`src/rtl/hr_pkg.sv`:
```
package hr_pkg;
  localparam int CFG_W = 32;

  typedef enum logic [1:0] {
    TGT_DRAM  = 2'd0,
    TGT_GFX   = 2'd1,
    TGT_HUB   = 2'd2,
    TGT_LOCAL = 2'd3
  } tgt_e;

  typedef enum logic [2:0] {
    CSEL_TOM   = 3'd0,
    CSEL_APB   = 3'd1,
    CSEL_APL   = 3'd2,
    CSEL_CTRL  = 3'd3,
    CSEL_SEG   = 3'd4
  } csel_e;

  typedef struct packed {
    logic [31:0] tom;
    logic [31:0] ap_base;
    logic [31:0] ap_limit;
    logic        vga_gfx;
  } cfg_t;

  localparam logic [19:0] VGA_LO = 20'hA0000;
  localparam logic [19:0] VGA_HI = 20'hBFFFF;

  localparam logic [31:0] TOM_RST   = 32'h0010_0000;
  localparam logic [31:0] APB_RST   = 32'hFFFF_FFFF;
  localparam logic [31:0] APL_RST   = 32'h0000_0000;
endpackage

```
`src/rtl/hr_rst_sync.sv`:
```
module hr_rst_sync #(
  parameter int STAGES = 2
) (
  input  logic clk,
  input  logic rst_n,
  output logic rst_q_n
);
  logic [STAGES-1:0] sync_q;

  always_ff @(posedge clk or negedge rst_n) begin
    if (!rst_n) sync_q <= '0;
    else        sync_q <= {sync_q[STAGES-2:0], 1'b1};
  end

  assign rst_q_n = sync_q[STAGES-1];
endmodule

```
`src/rtl/hr_cfg_regs.sv`:
```
module hr_cfg_regs
  import hr_pkg::*;
#(
  parameter int SEG_COUNT = 16,
  localparam int ATTR_W = 2 * SEG_COUNT
) (
  input  logic              clk,
  input  logic              rst_n,
  input  logic              cfg_we,
  input  logic [2:0]        cfg_sel,
  input  logic [CFG_W-1:0]  cfg_wdata,
  output cfg_t              cfg,
  output logic [ATTR_W-1:0] seg_attr
);
  cfg_t              cfg_q, cfg_d;
  logic [ATTR_W-1:0] attr_q, attr_d;

  always_comb begin
    cfg_d  = cfg_q;
    attr_d = attr_q;
    if (cfg_we) begin
      case (cfg_sel)
        CSEL_TOM:  cfg_d.tom      = cfg_wdata;
        CSEL_APB:  cfg_d.ap_base  = cfg_wdata;
        CSEL_APL:  cfg_d.ap_limit = cfg_wdata;
        CSEL_CTRL: cfg_d.vga_gfx  = cfg_wdata[0];
        CSEL_SEG:  attr_d         = cfg_wdata[ATTR_W-1:0];
        default:   ;
      endcase
    end
  end

  always_ff @(posedge clk or negedge rst_n) begin
    if (!rst_n) begin
      cfg_q.tom      <= TOM_RST;
      cfg_q.ap_base  <= APB_RST;
      cfg_q.ap_limit <= APL_RST;
      cfg_q.vga_gfx  <= 1'b0;
      attr_q         <= '0;
    end else begin
      cfg_q  <= cfg_d;
      attr_q <= attr_d;
    end
  end

  assign cfg      = cfg_q;
  assign seg_attr = attr_q;
endmodule

```
`src/rtl/hr_legacy_decode.sv`:
```
module hr_legacy_decode
  import hr_pkg::*;
#(
  parameter int          SEG_COUNT = 16,
  parameter int          SEG_LG2   = 14,
  parameter logic [19:0] SEG_BASE  = 20'hC0000,
  localparam int ATTR_W = 2 * SEG_COUNT,
  localparam int IDX_W  = 20 - SEG_LG2
) (
  input  logic [19:0]       addr,
  input  logic              write,
  input  logic              vga_gfx,
  input  logic [ATTR_W-1:0] seg_attr,
  output tgt_e              tgt
);
  localparam logic [IDX_W-1:0] BASE_IDX = IDX_W'(SEG_BASE >> SEG_LG2);

  logic [SEG_COUNT-1:0] seg_hit;
  logic [SEG_COUNT-1:0] seg_dram;

  for (genvar i = 0; i < SEG_COUNT; i++) begin : g_seg
    logic [1:0] attr;
    assign attr        = seg_attr[2*i +: 2];
    assign seg_hit[i]  = (addr[19:SEG_LG2] == BASE_IDX + IDX_W'(i));
    assign seg_dram[i] = write ? attr[1] : attr[0];
  end

  always_comb begin
    if (addr < VGA_LO)       tgt = TGT_DRAM;
    else if (addr <= VGA_HI) tgt = vga_gfx ? TGT_GFX : TGT_HUB;
    else if (|seg_hit)       tgt = (|(seg_hit & seg_dram)) ? TGT_DRAM : TGT_HUB;
    else                     tgt = TGT_HUB;
  end
endmodule

```
`src/rtl/hr_high_decode.sv`:
```
module hr_high_decode
  import hr_pkg::*;
(
  input  logic [31:0] addr,
  input  cfg_t        cfg,
  output tgt_e        tgt
);
  logic below_tom;
  logic in_aper;

  assign below_tom = addr < cfg.tom;
  assign in_aper   = (addr >= cfg.ap_base) && (addr <= cfg.ap_limit);

  always_comb begin
    if (below_tom)    tgt = TGT_DRAM;
    else if (in_aper) tgt = TGT_GFX;
    else              tgt = TGT_HUB;
  end
endmodule

```
`src/rtl/host_addr_router.sv`:
```
module host_addr_router
  import hr_pkg::*;
#(
  parameter int HADDR_W   = 36,
  parameter int DATA_W    = 64,
  parameter int SEG_COUNT = 16,
  parameter int SEG_LG2   = 14
) (
  input  logic               clk,
  input  logic               rst_n,
  input  logic               req_valid,
  input  logic [HADDR_W-1:0] req_addr,
  input  logic               req_write,
  input  logic               cfg_we,
  input  logic [2:0]         cfg_sel,
  input  logic [31:0]        cfg_wdata,
  output logic               tgt_valid,
  output logic [3:0]         tgt_sel,
  output logic [31:0]        tgt_addr,
  output logic               tgt_write,
  output logic               loc_rsp_valid,
  output logic [DATA_W-1:0]  loc_rsp_data
);
  localparam int ATTR_W = 2 * SEG_COUNT;
  localparam int HI_W   = HADDR_W - 32;

  logic              rst_q_n;
  cfg_t              cfg;
  logic [ATTR_W-1:0] seg_attr;
  tgt_e              low_tgt, high_tgt, route;
  logic              above_4g, below_1m;

  hr_rst_sync #(.STAGES(2)) u_rst (
    .clk     (clk),
    .rst_n   (rst_n),
    .rst_q_n (rst_q_n)
  );

  hr_cfg_regs #(.SEG_COUNT(SEG_COUNT)) u_cfg (
    .clk       (clk),
    .rst_n     (rst_q_n),
    .cfg_we    (cfg_we),
    .cfg_sel   (cfg_sel),
    .cfg_wdata (cfg_wdata),
    .cfg       (cfg),
    .seg_attr  (seg_attr)
  );

  hr_legacy_decode #(.SEG_COUNT(SEG_COUNT), .SEG_LG2(SEG_LG2)) u_low (
    .addr     (req_addr[19:0]),
    .write    (req_write),
    .vga_gfx  (cfg.vga_gfx),
    .seg_attr (seg_attr),
    .tgt      (low_tgt)
  );

  hr_high_decode u_high (
    .addr (req_addr[31:0]),
    .cfg  (cfg),
    .tgt  (high_tgt)
  );

  assign above_4g = |req_addr[HADDR_W-1:32];
  assign below_1m = ~|req_addr[31:20];

  always_comb begin
    if (above_4g)      route = TGT_LOCAL;
    else if (below_1m) route = low_tgt;
    else               route = high_tgt;
  end

  // next-state for the result register
  logic        valid_d, write_d, rsp_d;
  logic [3:0]  sel_d;
  logic [31:0] addr_d;

  always_comb begin
    valid_d = req_valid;
    rsp_d   = req_valid && (route == TGT_LOCAL) && !req_write;
    sel_d   = tgt_sel;
    addr_d  = tgt_addr;
    write_d = tgt_write;
    if (req_valid) begin
      sel_d   = 4'b0001 << route;
      addr_d  = (route == TGT_LOCAL) ? 32'h0 : req_addr[31:0];
      write_d = req_write;
    end
  end

  always_ff @(posedge clk or negedge rst_q_n) begin
    if (!rst_q_n) begin
      tgt_valid     <= 1'b0;
      loc_rsp_valid <= 1'b0;
      tgt_sel       <= 4'b0000;
      tgt_addr      <= 32'h0;
      tgt_write     <= 1'b0;
    end else begin
      tgt_valid     <= valid_d;
      loc_rsp_valid <= rsp_d;
      tgt_sel       <= sel_d;
      tgt_addr      <= addr_d;
      tgt_write     <= write_d;
    end
  end

  assign loc_rsp_data = '0;

  logic unused_hi;
  assign unused_hi = ^{HI_W{1'b0}};
endmodule

```
`config.mk`:
```
export PLATFORM = sky130hd
export DESIGN_NAME = host_addr_router
export DESIGN_NICKNAME = d
export VERILOG_FILES = /design/src/rtl/hr_pkg.sv /design/src/rtl/hr_rst_sync.sv /design/src/rtl/hr_cfg_regs.sv /design/src/rtl/hr_legacy_decode.sv /design/src/rtl/hr_high_decode.sv /design/src/rtl/host_addr_router.sv
export SDC_FILE = /design/constraint.sdc
export NUM_CORES = 1
export LEC_CHECK = 0
export BUFFER_PORTS_ARGS = -buffer_cell sky130_fd_sc_hd__clkbuf_2
export CELL_PAD_IN_SITES_DETAIL_PLACEMENT = 1
export CELL_PAD_IN_SITES_GLOBAL_PLACEMENT = 2
export CORE_MARGIN = 10
export CORE_UTILIZATION = 35
export CTS_CLUSTER_SIZE = 30
export DETAILED_ROUTE_END_ITERATION = 10
export PLACE_DENSITY_LB_ADDON = 0.1
export SLEW_MARGIN = 10
export SYNTH_ARGS = -nofsm -noshare
export SYNTH_HDL_FRONTEND = slang
export SYNTH_SLANG_ARGS = --single-unit
```
`constraint.sdc`:
```
create_clock -name clk -period 6.4 [get_ports clk]
set_input_delay 0.64 -clock clk [delete_from_list [all_inputs] [get_ports clk]]
set_output_delay 0.64 -clock clk [all_outputs]
set_load 0.1 [all_outputs]
```
-- After elaboration in Yosys (flattened, before gate mapping)
Cells that the tools add are included.
- bits in registers: 170
- input bits: 76
- output and inout port bits: 103
- logic and storage cells: 79
- magnitude comparators: 5
- equality and inequality tests: 21
- shift operators: 1
- mux-type cells: 26
- bitwise logic cells: 1
- reduce and logical (&&, ||, !) cells: 14
- operator list (cell ; number):
    6-bit == test (second input constant) ; 16
    32-bit >= comparator ; 1
    32-bit <= comparator ; 1
    32-bit less-than comparator ; 1
    32-bit 2-to-1 mux ; 1
    16-bit OR reduction ; 2
    20-bit <= comparator (second input constant) ; 1
    20-bit less-than comparator (second input constant) ; 1
    2-bit 2-to-1 mux ; 9
    16-bit AND ; 1
    1-bit 2-to-1 mux ; 16
    12-bit OR reduction ; 1
    2-bit AND reduction ; 5
    3-bit by 2-bit == test with 1-bit output (second input constant) ; 2
    4-bit OR reduction ; 1
    1-bit by 2-bit left shift with 4-bit output (first input constant) ; 1
    3-bit by 1-bit == test with 1-bit output (second input constant) ; 1
    3-bit == test (second input constant) ; 1
    1-bit logical AND ; 3
    3-bit logical NOT ; 1
    2-bit == test (second input constant) ; 1
    1-bit logical NOT ; 1

-- Depth between registers and ports, before layout
Gate-level depths: netlist (run 1).
- word-level depth: 12
- gate-level depth with buffers: 9
- gate-level depth less buffers: 9

-- Modules after synthesis
From an unflattened synthesis (run 1), not the netlist that was laid out.
- cell total of the unflattened synthesis: 877
- area total of the unflattened synthesis: 10189.8 um2
- by module, submodules not included (module ; instances ; cells an instance ; area an instance (um2) ; sequential area each (um2)):
    hr_cfg_regs ; 1 ; 278 ; 4934.7 ; 3269.4
    host_addr_router ; 1 ; 226 ; 2452.4 ; 975.9
    hr_high_decode ; 1 ; 334 ; 2407.3 ; 0.0
    hr_legacy_decode ; 1 ; 36 ; 341.6 ; 0.0
    hr_rst_sync ; 1 ; 3 ; 53.8 ; 50.0

-- Least setup slack after synthesis (run 1)
Ideal clock, no wire load.
- path kind: input to register
- start: in req_addr[11]
- end: reg tgt_sel[2]
- library setup time: 0.122 ns
- arrival: 2.221 ns
- data required time: 6.278 ns
- path slack: 4.056 ns
- stages on the path: 8
- buffers on the path: 0
- cell sequence: ha_1 > nand4_1 > nor4_1 > o41ai_1 > a31oi_1 > o21ai_0 > a221o_1 > a22o_1
- longest elaborated chain between the ends: 7
- elaborated cells on any way between the ends: 13
- classes of those cells: order compare: 5; shift: 1; mux: 6; reduce/logical: 1
- RTL lines (item ; RTL line ; text):
    start: declaration ; host_addr_router.sv:12 ; input logic [HADDR_W-1:0] req_addr,
    32-bit >= comparator or 32-bit <= comparator (tied branches) ; hr_high_decode.sv:12 ; assign in_aper = (addr >= cfg.ap_base) && (addr <= cfg.ap_limit);
    1-bit logical AND ; hr_high_decode.sv:12 ;
    2-bit 2-to-1 mux ; hr_high_decode.sv:16 ; else if (in_aper) tgt = TGT_GFX;
    2-bit 2-to-1 mux ; hr_high_decode.sv:15 ; if (below_tom) tgt = TGT_DRAM;
    2-bit 2-to-1 mux * ; host_addr_router.sv:68 ; else if (below_1m) route = low_tgt;
    2-bit 2-to-1 mux * ; host_addr_router.sv:67 ; if (above_4g) route = TGT_LOCAL;
    1-bit by 2-bit left shift with 4-bit output * ; host_addr_router.sv:84 ; sel_d = 4'b0001 << route;
    end signal: assignment ; host_addr_router.sv:100 ; tgt_sel <= sel_d;
    end: declaration ; host_addr_router.sv:18 ; output logic [3:0] tgt_sel,
Every way passes the cells marked *; elsewhere a longest branch is shown, timed or not.
A chain may end at the register's enable or synchronous reset.

-- Worst setup path in the final report (run 1)
- start: in req_addr[14]
- end: reg tgt_sel[1]
- longest elaborated chain between the ends: 10
- elaborated cells on any way between the ends: 34
- classes of those cells: order compare: 5; eq/ne: 16; shift: 1; mux: 8; bitwise: 1; reduce/logical: 3
- RTL lines (item ; RTL line):
    parallel branches: the longest is 7 deep, another holds 32-bit >= comparator ; n/a
    2-bit 2-to-1 mux * ; host_addr_router.sv:68
    2-bit 2-to-1 mux * ; host_addr_router.sv:67
    1-bit by 2-bit left shift with 4-bit output * ; host_addr_router.sv:84
Every way passes the cells marked *.

==> results of run 1 <==
## area by class of cell
type | count | area, sq um | share of cell area [%]
Inverter | 97 | 364 | 3.39
Clock buffer | 22 | 454 | 4.23
Timing Repair Buffer | 124 | 648 | 6.04
Tap cell | 335 | 419 | 3.90
Clock inverter | 10 | 144 | 1.34
Sequential cell | 170 | 4300 | 40.1
Multi-Input combinational cell | 632 | 4410 | 41.0
## per-layer routing
layer,vias to the layer above,wire length [um]
li1,3322,-
met3,14,1070
met5,-,8
met2,125,13600
met4,2,231
met1,3479,13600
## how the worst min path moves through the flow
stage / from / end / cells past startpoint
2_1_floorplan: u_rst.sync_q[0] / u_rst.sync_q[1] / 0
6_report: u_rst.sync_q[1] / u_cfg.cfg[81] / 0
4_1_cts: u_rst.sync_q[1] / u_cfg.cfg[81] / 0
3_3_place_gp: u_rst.sync_q[1] / u_cfg.cfg[81] / 0
3_5_place_dp: u_rst.sync_q[1] / u_cfg.cfg[81] / 0
5_1_grt: u_rst.sync_q[1] / u_cfg.cfg[81] / 0
## critical path, delay by kind of cell
kind / cells / cell delay (ps)
AO/OA/AOI/OAI: 5 / 930
adder cells (fa/ha/maj): 1 / 440
buffers and inverters: 1 / 300
AND/OR/NAND/NOR: 2 / 920
## stage by stage
stage                     power (mW)  utilization, %  hold WS [ps]  setup WS [ps]  instances
final                           3.34            40.8           264           3440       1390
after global routing            3.54            40.8           303           3250       1390
after CTS                       3.39            40.8           283           3410       1390
after detailed placement        2.28            38.5           275           2900       1357
after global placement          2.26            38.5           271           2970       1357
after floorplan                 2.05               -           331           1370        999
## power breakdown
part           internal (mW)  switching, mW  total, mW
logic                  0.289          0.615      0.904
clock network          0.628          0.461       1.09
registers               1.28         0.0656       1.35
total                   2.20           1.14       3.34
## kinds of logic after synthesis
kind of cell / Yosys count / share of synthesized area, %
AO/OA/AOI/OAI: 216 / 14.4
other: 2 / 0.0798
adder cells (fa/ha/maj): 95 / 12.6
flip-flops: 170 / 45.7
multiplexers: 48 / 6.88
buffers and inverters: 197 / 10.5
AND/OR/NAND/NOR: 208 / 9.88
## cell usage in the layout (no fill, tap or decap), types with 9 or more instances in the layout
cell	Yosys	routed
buf_4	64	9
nand2_1	144	144
nor2_1	12	12
o21ai_0	105	105
mux2_2	38	38
ha_1	95	95
inv_1	96	96
nand4_1	12	12
conb_1	2	65
a21oi_1	27	27
dfrtp_1	137	136
dfstp_2	33	33
clkbuf_16	0	17
a21o_1	15	15
o2bb2ai_1	34	34
clkbuf_2	0	114
## sequential cells by signal, summed over array words and instances (netlist names)
name / flops
loc_rsp_valid: 1
tgt_addr: 32
tgt_sel: 4
tgt_valid: 1
tgt_write: 1
u_cfg.cfg: 97
u_cfg.seg_attr: 32
u_rst.sync_q: 2
==> out/qor.csv, run 1 <==
metric,value,unit
Worst setup SP type,input pin,
final instance area,0.0107,sq mm
H-tree level count,4,
number of remaining DRC errors,0,
antenna violations before repair,1,
Critical Path Sink,tgt_sel[1],
final setup fails,0,
reported max-cap violation count,0,
post-layout net count,1213,
CTS tree,done,
met2 Use GR,28.3,%
largest net degree at the start of global routing,74,
n_diodes,0,
First-pass DRT Iterations,4,
R2R Setup Slk,3670,ps
clk_lat worst skew,440,ps
HP Class,register to async pin,
Worst Setup End Kind,register,
WL final,28.5,mm
RR Startpoint,u_cfg.cfg[74],
Worst Max-Slew Pin Slew,965,ps
synthesized instance count,936,
vias in the first global route,7629,
main flop type after synthesis,dfrtp_1,
Reg2Reg Capture Point,tgt_sel[1],
Area after DPL,0.0101,sq mm
ANT nets after route,0,
worst vdd ir,0.136,mV
outcome,"complete, no violations",
met1 Track Usage GR,23.0,%
Buffers on Ports,114,
top cell type's share of synthesized area,36.4,%
final period utilization,46.3,%
register area share after synthesis,45.7,%
synth warn,0,
DR WL/cell,20.5,um
Final min period,2960,ps
fraction of registers with async set or reset after synthesis,100,%
kind of critical path,input pin to register,
clk slew on worst S/H paths,70,ps
Critical Path Max Stage Delay,690,ps
Clock Sinks,170,
Post-CTS Hold Buffers,1,
die width,184,um
critical path cell sequence,"clkbuf_2, ha_1, nand4_1, nor4_1, a21boi_0, o41ai_1, o211ai_1, a221o_1, a31oi_1",
iteration-0 DRC count of the detailed router,354,
Slowest cell on crit path,nor4_1,
Core Region,0.0263,sq mm
PostCTS Resize Cnt,0,
share of layout cells above drive strength 1,22.0,%
# IOs,179,
row count,59,
crit path launch,req_addr[14],
most common cell in the synthesized netlist,nand2_1,
crit-path max FO,13,
P_leak,5.14,nW
GRT Overall Usage,17.2,%
Post-synth top cells,"144 x nand2_1, 137 x dfrtp_1, 105 x o21ai_0",
"Distinct cells, synth",51,
RSZ-0062 raised after global routing,false,
CTS buffer count,17,
DPL Wire Length,21.0,mm
Area Growth Syn to Fin,14.1,%
clock root buffer,clkbuf_16,
Post-Syn Area per Cell,10.1,sq um
#FFs+latches synth,170,
CP required,6690,ps
synth top area cells,"dfrtp_1 36%, ha_1 13%, dfstp_2 9.2%",
Fill cells,3015,
"Most Used Layer, Global Route",met2,
setup tns final,0,ps
Fin. Hold Viols,0,
Final GP Congestion,0.746,
fmax,0.338,GHz
arrival time at the worst endpoint,3250,ps
gr ovfl total,0,
Cell Pwr Density,311,mW/mm^2
Mapped Area,0.00941,sq mm
maximum clock insertion buffer count,2,
Post-synth EDFFs,0,
"area leader, netlist",dfrtp_1,
Vias/cell,4.99,
Starting Density,35.8,%
routed vias,6942,
die area,0.0338,sq mm
Post-CTS Setup Bufs,0,
r2r worst-path depth,9,
met3 global-route usage,3.38,%
first-pass GRT wire length,45.2,mm
clk_skew,17.7,ps
Slew Limit Headroom,35.7,%
die height,184,um
fin. max-slew vios,0,
Power figures use the tool's default switching activity.
==> run 2, diff against run 1 <==
--- a/config.mk
+++ b/config.mk
@@ -9,7 +9,7 @@
 export CELL_PAD_IN_SITES_DETAIL_PLACEMENT = 1
 export CELL_PAD_IN_SITES_GLOBAL_PLACEMENT = 2
 export CORE_MARGIN = 10
-export CORE_UTILIZATION = 35
+export CORE_UTILIZATION = 32
 export CTS_CLUSTER_SIZE = 30
 export DETAILED_ROUTE_END_ITERATION = 10
 export PLACE_DENSITY_LB_ADDON = 0.1
==> constraint.sdc (replaced) <==
create_clock -name clk -period 2.5 [get_ports clk]
set_input_delay 0.25 -clock clk [delete_from_list [all_inputs] [get_ports clk]]
set_output_delay 0.25 -clock clk [all_outputs]
set_load 0.1 [all_outputs]
==> run 2 against run 1 <==
Sequential cell count unchanged. Clock power rose to 2.6 times the previous value. Non-clock buffer count up 37. Sequential power rose to 2.6 times the previous value. Wire length up 6.3%. Clock-buffer cell count down 2. Critical path depth unchanged. Utilization down 1.8 points. Global-route usage down 0.52 points. Sequential share of layout area down 1.9 points. Largest cell class unchanged. Largest power group unchanged.
==> out/qor.csv, run 2 (same netlist as run 1, synthesis figures left out) <==
metric,value,unit,change
Place WS,-322,ps,-3230 ps
CTS buffer count,17,,unchanged
Post-CTS Setup Bufs,0,,unchanged
Core Region,0.0289,sq mm,+9.8%
Buffers on Ports,114,,unchanged
post-layout total power,8.80,mW,+160%
"commonest non-fill, non-tap cell in the layout",nand2_1,,
die height,191,um,+4.1%
Worst setup SP type,register,,
Min-Delay Endpoint,tgt_addr[0],,
GRT Overall Usage,16.7,%,-0.52 points
largest net degree at the start of global routing,64,,-14%
Final GP Congestion,0.772,,+3.5%
die width,191,um,+4.1%
worst vdd ir,0.471,mV,+250%
fin. max-slew vios,0,,unchanged
Largest register FFs,97,,unchanged
worst hold start,req_addr[0],,
crit-path max FO,2,,-11
iteration-0 DRC count of the detailed router,320,,-9.6%
setup ws final,98.9,ps,-3340 ps
clk_lat worst skew,440,ps,about the same
Layout Cells excl Fill,1476,,+6.2%
first-pass GRT wire length,46.8,mm,+3.7%
First-pass DRT Iterations,4,,unchanged
post-layout net count,1250,,+3.1%
P_leak,5.37,nW,+4.5%
ANT nets after route,0,,unchanged
Reg2Reg Capture Point,tgt_sel[2],,
clk slew on worst S/H paths,70,ps,about the same
RSZ-0062 raised after global routing,false,,
H-tree level count,4,,unchanged
DR WL/cell,20.5,um,+0.15%
Area after DPL,0.0105,sq mm,+4.1%
CTS tree,done,,
Cell Pwr Density,781,mW/mm^2,+150%
number of remaining DRC errors,0,,unchanged
routed vias,7146,,+2.9%
Final min period,2400,ps,
RR Startpoint,u_cfg.cfg[38],,
WL final,30.3,mm,+6.3%
n_diodes,0,,unchanged
"Core Util, Final",39.0,%,-1.8 points
outcome,"complete, no violations",,
vias in the first global route,7761,,+1.7%
clock root buffer,clkbuf_16,,
Fill cells,3323,,+10%
final period utilization,96.0,%,
HP Class,input pin to register,,
fmax,0.416,GHz,
Fin. Hold Viols,0,,unchanged
arrival time at the worst endpoint,2730,ps,-520 ps
kind of critical path,register to register,,
reported max-cap violation count,0,,unchanged
CP required,2830,ps,-3860 ps
final setup fails,0,,unchanged
final instance area,0.0113,sq mm,+5.0%
Clock Sinks,170,,unchanged
DPL Wire Length,23.0,mm,+9.5%
Slew Limit Headroom,51.6,%,+16 points
clk_skew,11.5,ps,-6.17 ps
Worst Max-Slew Pin Slew,726,ps,-238 ps
R2R Setup Slk,100,ps,-3570 ps
Worst Setup End Kind,register,,
antenna violations before repair,1,,unchanged
maximum clock insertion buffer count,2,,unchanged
Cells after DPL,1443,,+6.3%
Starting Density,32.6,%,-3.2 points
"commonest non-fill, non-tap cells in the layout","144 x nand2_1, 136 x dfrtp_1, 114 x clkbuf_2, 102 x o21ai_0, 96 x inv_1",,
die area,0.0367,sq mm,+8.3%
row count,62,,+5.1%
# IOs,179,,unchanged
Area Growth Syn to Fin,19.7,%,
worst hold stages,3,,
gr ovfl total,0,,unchanged
share of layout cells above drive strength 1,26.2,%,+4.2 points
r2r worst-path depth,9,,unchanged
Vias/cell,4.84,,-3.1%
run 2: area by class of cell:
class	count	area (sq um)	area share (%)
multi-input cells	632	4500	39.9
clock buffers	20	457	4.05
well taps	384	480	4.26
inverters	97	364	3.23
clock inverters	12	164	1.45
flip-flops and latches	170	4300	38.2
repair buffers	161	1000	8.88
run 2: per-stage QoR:
stage	setup TNS, ps	hold slack, ps
floorplan	0	-45.6
global placement	-515	37.5
detailed placement	-604	38.9
CTS	0	26.4
global route	0	61.1
finish	0	44.6
run 2: worst max-delay path, stage by stage (launching register included):
cell and delay, ps:
dfstp_2 520, inv_1 70, ha_4 270, and4_4 240, nand2_1 50, o2111a_1 220
o211ai_1 310, a31oi_1 140, a221o_1 290, a22o_1 180
run 2: where the power goes:
part	switching (mW)	total [mW]	internal, mW
sequential	0.169	3.45	3.28
clock	1.21	2.86	1.64
combinational	1.64	2.49	0.845
total	3.03	8.80	5.77
run 2: worst max-delay path by stage:
stage                             start         end  slack, ps  cells after the start
after CTS                 u_cfg.cfg[50]  tgt_sel[1]         10                      9
after global routing      u_cfg.cfg[72]  tgt_sel[2]          4                     10
final                     u_cfg.cfg[38]  tgt_sel[2]        100                      9
after detailed placement   req_addr[17]  tgt_sel[1]       -320                     10
after global placement     req_addr[17]  tgt_sel[1]       -280                     10
after floorplan           u_cfg.cfg[85]  tgt_sel[2]        400                      8
run 2: metal layers:
layer / global-route usage [%] / up-vias / part of all wire, %
met5: 0 / - / 0.046
met4: 3.16 / 2 / 0.77
met3: 3.06 / 16 / 3.4
met2: 27.8 / 118 / 48
met1: 22.3 / 3606 / 47
li1: - / 3404 / -
run 2: what timing repair did:
action                                  4_1_cts  5_1_grt
endpoints found under the setup margin        2        3
endpoints found under the hold margin         2        0
resized for setup                             3       18
hold buffers                                  1        0
pin swaps                                     0        7
==> run 3, diff against run 2 <==
--- a/config.mk
+++ b/config.mk
@@ -6,13 +6,11 @@
 export NUM_CORES = 1
 export LEC_CHECK = 0
 export BUFFER_PORTS_ARGS = -buffer_cell sky130_fd_sc_hd__clkbuf_2
-export CELL_PAD_IN_SITES_DETAIL_PLACEMENT = 1
-export CELL_PAD_IN_SITES_GLOBAL_PLACEMENT = 2
 export CORE_MARGIN = 10
-export CORE_UTILIZATION = 32
+export CORE_UTILIZATION = 40
 export CTS_CLUSTER_SIZE = 30
 export DETAILED_ROUTE_END_ITERATION = 10
-export PLACE_DENSITY_LB_ADDON = 0.1
+export GPL_TIMING_DRIVEN = 0
 export SLEW_MARGIN = 10
 export SYNTH_ARGS = -nofsm -noshare
 export SYNTH_HDL_FRONTEND = slang
==> run 3 against run 2 <==
Sequential share of layout area is 1.1 points lower. Critical path depth unchanged. Die area fell by 18%. Worst hold slack better by 20 ps. Clock power shrank 2%. Setup slack worse by 42 ps. Wire length shrank 10%. Total power fell by 0.44%. Critical endpoint unchanged. Largest cell class unchanged.
==> out/qor.csv, run 3 (same netlist as run 1, synthesis figures left out) <==
metric,value,unit,change
gr ovfl total,0,,unchanged
WHS,64.5,ps,+19.9 ps
fmax,0.409,GHz,-1.7%
clk slew on worst S/H paths,80,ps,about the same
die height,173,um,-9.5%
first-pass GRT wire length,43.8,mm,-6.5%
crit-path max FO,2,,unchanged
Starting Density,40.3,%,+7.7 points
die area,0.0301,sq mm,-18%
Vias/cell,5.00,,+3.2%
Core Region,0.0233,sq mm,-19%
Area Growth Syn to Fin,23.3,%,
final setup fails,0,,unchanged
CTS tree,done,,
post-layout net count,1311,,+4.9%
iteration-0 DRC count of the detailed router,477,,+49%
outcome,"complete, no violations",,
largest net degree at the start of global routing,59,,-7.8%
clk_skew,12.1,ps,+0.610 ps
Buffers on Ports,114,,unchanged
H-tree level count,4,,unchanged
WL final,27.1,mm,-10%
"commonest non-fill, non-tap cells in the layout","144 x nand2_1, 136 x dfrtp_1, 114 x clkbuf_2, 101 x o21ai_0, 91 x inv_1",,
fin. max-slew vios,0,,unchanged
Worst Max-Slew Pin Slew,1010,ps,+287 ps
number of remaining DRC errors,0,,unchanged
reported max-cap violation count,0,,unchanged
Final GP Congestion,0.811,,+5.0%
row count,56,,-9.7%
n_diodes,0,,unchanged
Critical Path Max Stage Delay,530,ps,about the same
Cell Pwr Density,755,mW/mm^2,-3.3%
Slew Limit Headroom,32.3,%,-19 points
clock root buffer,clkbuf_16,,
worst vdd ir,0.518,mV,+10%
Fill cells,2171,,-35%
DPL Wire Length,20.7,mm,-10%
die width,173,um,-9.5%
"commonest non-fill, non-tap cell in the layout",nand2_1,,
P_leak,5.57,nW,+3.6%
ANT nets after route,0,,unchanged
HP Class,input pin to register,,
share of layout cells above drive strength 1,28.6,%,+2.4 points
GRT Overall Usage,18.2,%,+1.5 points
arrival time at the worst endpoint,2770,ps,+40 ps
# IOs,179,,unchanged
routed vias,7355,,+2.9%
Worst setup SP type,register,,
Clock Sinks,170,,unchanged
critical path cell sequence,"inv_2, ha_4, a21o_1, a31oi_4, a211o_1, o211ai_1, a31oi_1, a221o_1, a22o_1",,
Fin. Hold Viols,0,,unchanged
CP required,2830,ps,about the same
Slowest cell on crit path,dfstp_2,,
First-pass DRT Iterations,5,,+1
Worst Setup End Kind,register,,
post-layout total power,8.76,mW,-0.44%
CTS buffer count,17,,unchanged
antenna violations before repair,0,,-1
Largest register FFs,97,,unchanged
vias in the first global route,7741,,-0.26%
final period utilization,97.7,%,+1.7 points
kind of critical path,register to register,,
RSZ-0062 raised after global routing,true,,
DR WL/cell,18.4,um,-10%
maximum clock insertion buffer count,2,,unchanged
clk_lat worst skew,440,ps,about the same
Final min period,2440,ps,+42.4 ps
## run 3: cell types whose count changed in the layout (fill, tap and decap cells not counted), moves of 2 or more
cell,before,now
ha_1,93,85
o21ai_2,0,2
buf_16,0,2
nor4bb_4,2,0
buf_12,6,1
inv_2,0,5
ha_4,1,9
nor3_2,2,0
buf_4,40,67
nor4bb_1,0,2
inv_1,96,91
clkbuf_1,1,36
## run 3: timing repair
item | in CTS | in global routing
setup endpoints to repair | 2 | 2
pin swaps | 1 | 16
endpoints found under the hold margin | 3 | 0
buffers inserted | 1 | 2
hold buffers | 2 | 0
resized for setup | 9 | 39
## run 3: through the flow
step | utilization [%] | cells | TNS [ps] | setup WS, ps | instance area [sq um]
3_5_place_dp | 45.8 | 1435 | -716 | -327 | 10700
6_report | 49.7 | 1472 | 0 | 56.5 | 11600
3_3_place_gp | 45.5 | 1432 | -630 | -300 | 10600
4_1_cts | 48.7 | 1470 | 0 | 8.69 | 11400
5_1_grt | 49.7 | 1472 | -101 | -72.1 | 11600
2_1_floorplan | - | 999 | 0 | 396 | 9650
## run 3: cell type report
cell class	count	area, sq um	area share, %
Buffer	100	623	5.37
Clock buffer	20	447	3.85
Clock inverter	12	164	1.41
Inverter	97	364	3.14
Multi-Input combinational cell	632	4620	39.8
Sequential cell	170	4300	37.1
Tap cell	319	399	3.44
Timing Repair Buffer	122	688	5.93
## run 3: power breakdown
group / switching, mW / internal (mW) / total (mW)
Clock: 1.17 / 1.62 / 2.79
Combinational: 1.62 / 0.902 / 2.53
Sequential: 0.161 / 3.28 / 3.44
## run 3: final timing paths
check                           cells past startpoint  slack (ps)            start                 end
worst max register to register                      9          60    u_cfg.cfg[42]          tgt_sel[2]
worst max-delay path                                9          60    u_cfg.cfg[42]          tgt_sel[2]
worst min-delay path                                3          60      req_addr[0]         tgt_addr[0]
worst min register to register                      0         290  u_rst.sync_q[1]  u_cfg.seg_attr[18]
min in group asynchronous                           2         120            rst_n     u_rst.sync_q[1]
max in group asynchronous                           2        1240  u_rst.sync_q[1]       u_cfg.cfg[35]
## run 3: layer usage
layer  up-vias  GRT usage (%)  routed length (um)
li1       3511              -                   -
met1      3647           23.1               12000
met2       171           30.5               13500
met3        26           3.59                1130
met4         0           5.79                 427
met5         -              0                   0
## run 3: worst max-delay path, delay by kind of cell (launching register included)
| family | cells | cell delay [ps] |
|---|---|---|
| flops | 1 | 530 |
| buf+inv | 1 | 50 |
| compound gates | 7 | 1490 |
| fa+ha+maj | 1 | 250 |
